### config.mk
export PLATFORM = sky130hd
export DESIGN_NAME = slow_sys_timer
export DESIGN_NICKNAME = d
export VERILOG_FILES = /design/src/rtl/sst_pkg.sv /design/src/rtl/sst_rtc.sv /design/src/rtl/sst_pit.sv /design/src/rtl/sst_irq.sv /design/src/rtl/slow_sys_timer.sv
export SDC_FILE = /design/constraint.sdc
export NUM_CORES = 1
export LEC_CHECK = 0
export ABC_AREA = 0
export BUFFER_PORTS_ARGS = -buffer_cell sky130_fd_sc_hd__buf_2
export CORE_MARGIN = 1
export CORE_UTILIZATION = 61
export CTS_BUF_LIST = sky130_fd_sc_hd__clkbuf_8 sky130_fd_sc_hd__clkbuf_16
export CTS_CLUSTER_DIAMETER = 100
export CTS_CLUSTER_SIZE = 12
export DETAILED_ROUTE_END_ITERATION = 7
export HOLD_SLACK_MARGIN = 0.06
export PLACE_DENSITY = 0.8
export SYNTH_ARGS = -nofsm -noshare
export SYNTH_HDL_FRONTEND = slang
export SYNTH_SLANG_ARGS = --single-unit
export TNS_END_PERCENT = 50
### constraint.sdc
create_clock -name clk_i -period 4.1 [get_ports clk_i]
set_input_delay 0.205 -clock clk_i [delete_from_list [all_inputs] [get_ports clk_i]]
set_output_delay 0.205 -clock clk_i [all_outputs]
set_load 0.01 [all_outputs]
### src/rtl/sst_pkg.sv
package sst_pkg;
  typedef enum logic [2:0] {
    A_PRESC  = 3'd0,
    A_ALARM  = 3'd1,
    A_PERIOD = 3'd2,
    A_MSET   = 3'd3,
    A_MCLR   = 3'd4,
    A_MASK   = 3'd5,
    A_STAT   = 3'd6,
    A_COUNT  = 3'd7
  } reg_addr_e;

  localparam int unsigned NFLAG  = 4;
  localparam int unsigned F_ALM  = 0;
  localparam int unsigned F_PIT  = 1;
  localparam int unsigned F_INC  = 2;
  localparam int unsigned F_WDOG = 3;
endpackage

### src/rtl/sst_rtc.sv
module sst_rtc #(
  parameter int unsigned CNT_W   = 20,
  parameter int unsigned PRE_W   = 16,
  parameter int unsigned PRE_RST = 32768
) (
  input  logic             clk_i,
  input  logic             rst_ni,
  input  logic             tick_i,
  input  logic             pre_wr_i,
  input  logic [PRE_W-1:0] pre_val_i,
  input  logic             alm_wr_i,
  input  logic [CNT_W-1:0] alm_val_i,
  output logic [CNT_W-1:0] cnt_o,
  output logic [PRE_W-1:0] pre_o,
  output logic [CNT_W-1:0] alm_o,
  output logic             inc_o,
  output logic             match_o
);
  logic [PRE_W-1:0] pre_q, pre_cnt_q;
  logic [CNT_W-1:0] cnt_q, alm_q, cnt_nxt;
  logic             pre_done;

  // prescaler value 0 behaves as 1
  assign pre_done = ({1'b0, pre_cnt_q} + 1'b1) >= {1'b0, pre_q};
  assign inc_o    = tick_i && pre_done && !pre_wr_i;
  assign cnt_nxt  = cnt_q + 1'b1;
  assign match_o  = inc_o && (cnt_nxt == alm_q);

  always_ff @(posedge clk_i or negedge rst_ni) begin
    if (!rst_ni) begin
      pre_q     <= PRE_W'(PRE_RST);
      pre_cnt_q <= '0;
      cnt_q     <= '0;
    end else if (pre_wr_i) begin
      pre_q     <= pre_val_i;
      pre_cnt_q <= '0;
    end else if (tick_i) begin
      if (pre_done) begin
        pre_cnt_q <= '0;
        cnt_q     <= cnt_nxt;
      end else begin
        pre_cnt_q <= pre_cnt_q + 1'b1;
      end
    end
  end

  always_ff @(posedge clk_i or negedge rst_ni) begin
    if (!rst_ni)       alm_q <= '0;
    else if (alm_wr_i) alm_q <= alm_val_i;
  end

  assign cnt_o = cnt_q;
  assign pre_o = pre_q;
  assign alm_o = alm_q;
endmodule

### src/rtl/sst_pit.sv
module sst_pit #(
  parameter int unsigned PIT_W = 16
) (
  input  logic             clk_i,
  input  logic             rst_ni,
  input  logic             tick_i,
  input  logic             per_wr_i,
  input  logic [PIT_W-1:0] per_val_i,
  output logic [PIT_W-1:0] per_o,
  output logic             fire_o
);
  logic [PIT_W-1:0] per_q, cnt_q;
  logic             done;

  assign done   = ({1'b0, cnt_q} + 1'b1) >= {1'b0, per_q};
  assign fire_o = tick_i && (per_q != '0) && done && !per_wr_i;

  always_ff @(posedge clk_i or negedge rst_ni) begin
    if (!rst_ni) begin
      per_q <= '0;
      cnt_q <= '0;
    end else if (per_wr_i) begin
      per_q <= per_val_i;
      cnt_q <= '0;
    end else if (tick_i && per_q != '0) begin
      cnt_q <= done ? '0 : cnt_q + 1'b1;
    end
  end

  assign per_o = per_q;
endmodule

### src/rtl/sst_irq.sv
module sst_irq #(
  parameter int unsigned NF = 4
) (
  input  logic          clk_i,
  input  logic          rst_ni,
  input  logic [NF-1:0] set_i,
  input  logic          rd_clr_i,
  input  logic          mset_i,
  input  logic          mclr_i,
  input  logic [NF-1:0] wbits_i,
  output logic [NF-1:0] sts_o,
  output logic [NF-1:0] mask_o,
  output logic          irq_o
);
  logic [NF-1:0] sts_q, mask_q;

  always_ff @(posedge clk_i or negedge rst_ni) begin
    if (!rst_ni) sts_q <= '0;
    else         sts_q <= (rd_clr_i ? '0 : sts_q) | set_i;  // new event beats clear
  end

  always_ff @(posedge clk_i or negedge rst_ni) begin
    if (!rst_ni)     mask_q <= '0;
    else if (mset_i) mask_q <= mask_q | wbits_i;
    else if (mclr_i) mask_q <= mask_q & ~wbits_i;
  end

  assign sts_o  = sts_q;
  assign mask_o = mask_q;
  assign irq_o  = |(sts_q & mask_q);
endmodule

### src/rtl/slow_sys_timer.sv
module slow_sys_timer
  import sst_pkg::*;
#(
  parameter int unsigned CNT_W   = 20,
  parameter int unsigned PRE_W   = 16,
  parameter int unsigned PIT_W   = 16,
  parameter int unsigned PRE_RST = 32768,
  parameter int unsigned DATA_W  = CNT_W
) (
  input  logic              clk_i,
  input  logic              rst_ni,
  input  logic              tick_i,
  input  logic              wdog_ovf_i,
  input  logic              req_i,
  input  logic              we_i,
  input  logic [2:0]        addr_i,
  input  logic [DATA_W-1:0] wdata_i,
  output logic [DATA_W-1:0] rdata_o,
  output logic              irq_o
);
  logic [CNT_W-1:0]  cnt, alm;
  logic [PRE_W-1:0]  pre;
  logic [PIT_W-1:0]  per;
  logic [NFLAG-1:0]  sts, mask, set;
  logic              inc, match, fire;
  logic              wr, rd;
  logic [DATA_W-1:0] rmux, rdata_q;

  assign wr = req_i && we_i;
  assign rd = req_i && !we_i;

  sst_rtc #(.CNT_W(CNT_W), .PRE_W(PRE_W), .PRE_RST(PRE_RST)) u_rtc (
    .clk_i, .rst_ni, .tick_i,
    .pre_wr_i  (wr && addr_i == A_PRESC),
    .pre_val_i (wdata_i[PRE_W-1:0]),
    .alm_wr_i  (wr && addr_i == A_ALARM),
    .alm_val_i (wdata_i[CNT_W-1:0]),
    .cnt_o     (cnt),
    .pre_o     (pre),
    .alm_o     (alm),
    .inc_o     (inc),
    .match_o   (match)
  );

  sst_pit #(.PIT_W(PIT_W)) u_pit (
    .clk_i, .rst_ni, .tick_i,
    .per_wr_i  (wr && addr_i == A_PERIOD),
    .per_val_i (wdata_i[PIT_W-1:0]),
    .per_o     (per),
    .fire_o    (fire)
  );

  always_comb begin
    set         = '0;
    set[F_ALM]  = match;
    set[F_PIT]  = fire;
    set[F_INC]  = inc;
    set[F_WDOG] = wdog_ovf_i;
  end

  sst_irq #(.NF(NFLAG)) u_irq (
    .clk_i, .rst_ni,
    .set_i    (set),
    .rd_clr_i (rd && addr_i == A_STAT),
    .mset_i   (wr && addr_i == A_MSET),
    .mclr_i   (wr && addr_i == A_MCLR),
    .wbits_i  (wdata_i[NFLAG-1:0]),
    .sts_o    (sts),
    .mask_o   (mask),
    .irq_o    (irq_o)
  );

  always_comb begin
    rmux = '0;
    unique case (addr_i)
      A_PRESC:  rmux = DATA_W'(pre);
      A_ALARM:  rmux = DATA_W'(alm);
      A_PERIOD: rmux = DATA_W'(per);
      A_MASK:   rmux = DATA_W'(mask);
      A_STAT:   rmux = DATA_W'(sts);
      A_COUNT:  rmux = DATA_W'(cnt);
      default:  rmux = '0;
    endcase
  end

  always_ff @(posedge clk_i or negedge rst_ni) begin
    if (!rst_ni)  rdata_q <= '0;
    else if (rd)  rdata_q <= rmux;
  end

  assign rdata_o = rdata_q;
endmodule

==> reports/results.txt <==
The worst hold path belongs to the class in2reg. The register-to-register path setup slack was 0.29 ns; the number of unique standard cell types used by synthesis was 57. Cell taking the most area after synthesis: dfrtp_1. The signed area change from the synthesized netlist to the final layout works out to 14.1%.

In the post-synthesis netlist, the biggest area contributors are dfrtp_1 43%, ha_1 5.7%, xnor2_1 4.9%, nand2_1 4.5%, o21ai_0 4.5%. The shortest period the worst path allows was 3.81 ns; the depth of the worst hold-timing path was 3. The path with the worst hold slack has its endpoint at u_pit.per_o[3].

Clock tree synthesis inserted a total of 17 buffers. The repair_antennas step left the layout with diodes totalling 0. Synthesized netlist cell count: 818. Setup repair after global routing left no endpoint under its margin.

STA classifies the critical path startpoint as a register. Detailed placement ended at an HPWL of 15000 um. Worst slack on hold paths: 0.0716 ns. In this run the most critical hold path is launched from wdata_i[3].

The synthesized design contains 132 register bits. Of all nets on the critical path, the largest fanout is 13. The run gives 0.256 as the worst relative slew slack.

The cell family with the largest share of critical-path delay was compound AO/OA/AOI/OAI gates. The run gives 50 as the I/O pin total. Share of the clock period used by the worst path: 0.928. The pin slew with the least headroom to its limit came out at 1.11 ns.

Count of final hold-check violations: 0. After filler insertion, the fill cell instance count of the layout stands at 914. In the layout the commonest cells are 131 x dfrtp_1, 92 x nand2_1, 69 x o21ai_0. The data required time at the worst endpoint came out at 4.41 ns. The category of the critical setup timing path was reg2reg. The analysis attributes to cell leakage a power of 4.06 nW. The initial core utilization came out at 0.634. For the setup slack of the critical path after layout, the log shows 0.294 ns.

The share of total power consumed by net switching was 0.305; the proportion of synthesized flip-flops having asynchronous set or reset was 1.00. The capturing element type of the critical path was a register. The run finished with clean final reports. After the last flow step, the layout net total stands at 928. For this run, the leading register cell type out of synthesis is dfrtp_1.

Detailed routing inserted a total of 6529 vias. The mapped netlist covers 0.00771 mm2. Based on the critical path, the design can be clocked at up to 263 MHz.

The met1 track demand over resource came out at 0.428. The tools report the worst supply voltage drop on vdd as 383 uV. The logs give 0 ns for the post-route setup TNS and 0.0122 mm2 for the floorplan core area. The logs give 0.207 for the combinational group share of total power and 0.00637 ns for the final clock skew. The run gives 0.340 as the overall fraction of global-route tracks in use. Power spread over the standard cell area amounts to 464 mW/mm2. The run gives 0 as the total number of yosys warnings. The tools report the global-route met3 utilization as 0.0651. The DRC marker count from the first detailed-route iteration is 568, and the clock transition at the registers of the reported paths is 0.06 ns. Dividing the detail-routed via count by the number of cells gives 6.25. The tools report the arrival time of the worst setup path as 4.11 ns. The sequential share of power was 0.411.

The root cell of the clock tree is clkbuf_16. The most common library cell in the layout ignoring fill and taps is dfrtp_1. The clock sink count is 132. Before CTS, the worst setup slack after placement is 0.255 ns.

Count of final setup violators: 0. In this run the critical register-to-register path is launched from u_rtc.pre_cnt_q[0]. After layout, the design draws a total of 0.00408 W. The run gives 0.0131 mm2 as the die area. The max-capacitance violation count was 0. The number of setup buffers added after CTS is 0. Entering global routing, the biggest net connects 84 pins.

The number of global-route vias before repair was 6569. The largest individual stage delay along the critical path comes from the cell a2111oi_0. The worst register-to-register path ends at u_rtc.cnt_o[1]. TritonCTS built the clock tree. On the worst path, the slowest cell contributes a delay of 0.68 ns. The number of buffers and inverters on the critical path is 0.

For the register area share after synthesis, the log shows 0.428. The antenna violation net count after detailed routing came out at 0. Cell internal power was estimated by the tool at 0.00284 W. The number of flops mapped to enable cells by yosys was 0; the wire length of the first global-routing pass was 33700 um. The utilization after layout is 0.724. met2 is the most crowded layer.

After detailed routing, the average wire length per cell comes to 19.7 um. The overall die height was 114 um; the global-route track usage on met2 was 0.560. The clock reaches the later pin of the worst-skew pair after 0.43 ns.

The first TritonRoute pass finished after 6 iterations. The final layout contains routed wiring with a total length of 20600 um. Traced cell by cell, the critical path runs through ha_1, nand3_2, or2_2, xnor2_1, ha_1, a211oi_1, nor2_1, a2111oi_0, o211ai_2, nand2_4, mux2_2.

For the clock share of power, the log shows 0.382. After detailed routing, the number of remaining DRC violations is 0. The initial antenna violation count was 0. The average instance in the mapped netlist occupies 9.43 um2. The run gives 0 as the remaining global-route overflow. The clock tree buffer depth came out at 2. Measured in cells, the most critical reg-to-reg path has a length of 11. The die span in x is 114 um. The share of the synthesized area in the top cell type was 0.425; the switching power was 0.00125 W.

The critical path runs through a total of 11 cells. Cell occurring most often along the worst timing path: ha_1. The fraction of final layout cells sized beyond drive strength 1 came out at 0.155. The logs give 882 for the synthesized netlist net count and 0 for the number of slew-limit violations in the final report. The count of buffers added on input and output ports is 49. At the end of routability-driven placement, the weighted congestion stood at 0.909. The tools report the number of placement rows as 40.

The H-tree was split into 4 levels.
-- worst register-to-register path, stage by stage, from the launching register on --
cell	delay [ns]
dfrtp_1	0.42
ha_1	0.26
nand3_2	0.17
or2_2	0.37
xnor2_1	0.14
ha_1	0.30
a211oi_1	0.23
nor2_1	0.07
a2111oi_0	0.68
o211ai_2	0.36
nand2_4	0.32
mux2_2	0.37
-- through the flow --
stage | area, um2 | instances
4_1_cts | 8800 | 1044
2_1_floorplan | 7710 | 818
5_1_grt | 8800 | 1044
3_5_place_dp | 8050 | 999
6_report | 8800 | 1044
3_3_place_gp | 8050 | 999
-- repair_timing --
action                                  in CTS  in global routing
endpoints found under the setup margin       0                 10
gates resized for setup                      0                  1
hold buffers                                14                  0
endpoints found under the hold margin      100                  0
-- layer usage --
layer / vias to the layer above / share of wire
li1: 3005 / -
met1: 3192 / 0.41
met2: 278 / 0.49
met3: 54 / 0.058
met4: 0 / 0.040
met5: - / 0
-- flip-flops by register name (all words and copies together), names as in the netlist, named ones only --
signal,flops
rdata_o,20
u_rtc.alm_o,20
u_rtc.cnt_o,20
u_pit.cnt_q,16
u_pit.per_o,16
u_rtc.pre_cnt_q,16
u_rtc.pre_o,16
u_irq.sts_o,4
-- synthesized netlist by cell type, types with 2 or more instances --
library cell	n
inv_1	40
a41oi_1	2
xnor2_1	43
and2_1	2
a22oi_1	14
a2111oi_0	2
xor2_1	33
nand4_1	15
and4_1	2
a31oi_1	10
clkbuf_1	34
nor3_1	13
a21o_1	7
a211oi_1	9
nor2_2	7
mux2i_1	10
a211oi_4	2
nand3_1	33
nor4_1	8
nand2b_1	8
o21bai_1	2
dfrtp_1	131
nor2b_1	7
a21oi_1	36
or2_2	2
a22o_1	18
buf_1	3
a221oi_1	5
o31ai_1	2
and3_1	8
nor3b_1	3
o21ai_0	69
buf_4	4
nand2_1	92
ha_1	35
nor2_1	46
a32o_1	15
mux2_2	26
buf_2	2
-- power by group through the flow --
stage               clock network, W  logic [W]  registers [W]
floorplan                          0   0.000571        0.00164
global placement                   0   0.000785        0.00168
detailed placement                 0   0.000822        0.00169
CTS                          0.00158   0.000843        0.00167
global route                 0.00163   0.000944        0.00170
finish                       0.00156   0.000847        0.00168
-- cells by family after synthesis --
group,count (synthesis),share of synthesized area
and+or+nand+nor,255,0.161
buffers and inverters,85,0.0448
DFF,132,0.428
xor gates and xnor gates,76,0.0863
AOI/OAI and AO/OA,199,0.172
adders and majority gates,35,0.0568
muxes,36,0.0509
-- final cells by class --
cell class / instances / area (um2) / area share
Clock inverter: 12 / 154 / 0.0175
Tap cell: 168 / 210 / 0.0239
Inverter: 40 / 150 / 0.0171
Timing Repair Buffer: 72 / 455 / 0.0517
Sequential cell: 132 / 3300 / 0.375
Multi-Input combinational cell: 601 / 4080 / 0.463
Clock buffer: 19 / 453 / 0.0514
-- worst max path at each step --
stage	from	end	slack (ns)
after global routing	u_rtc.pre_cnt_q[2]	u_rtc.cnt_o[6]	0.02
after global placement	u_rtc.pre_cnt_q[2]	u_rtc.cnt_o[6]	0.50
after detailed placement	u_rtc.pre_cnt_q[2]	u_rtc.cnt_o[6]	0.26
final	u_rtc.pre_cnt_q[0]	u_rtc.cnt_o[1]	0.29
after floorplan	u_rtc.pre_cnt_q[2]	u_rtc.cnt_o[4]	0.72
after CTS	u_rtc.pre_cnt_q[2]	u_rtc.cnt_o[6]	0.23
Note: power is estimated with default switching activity, not from simulation.
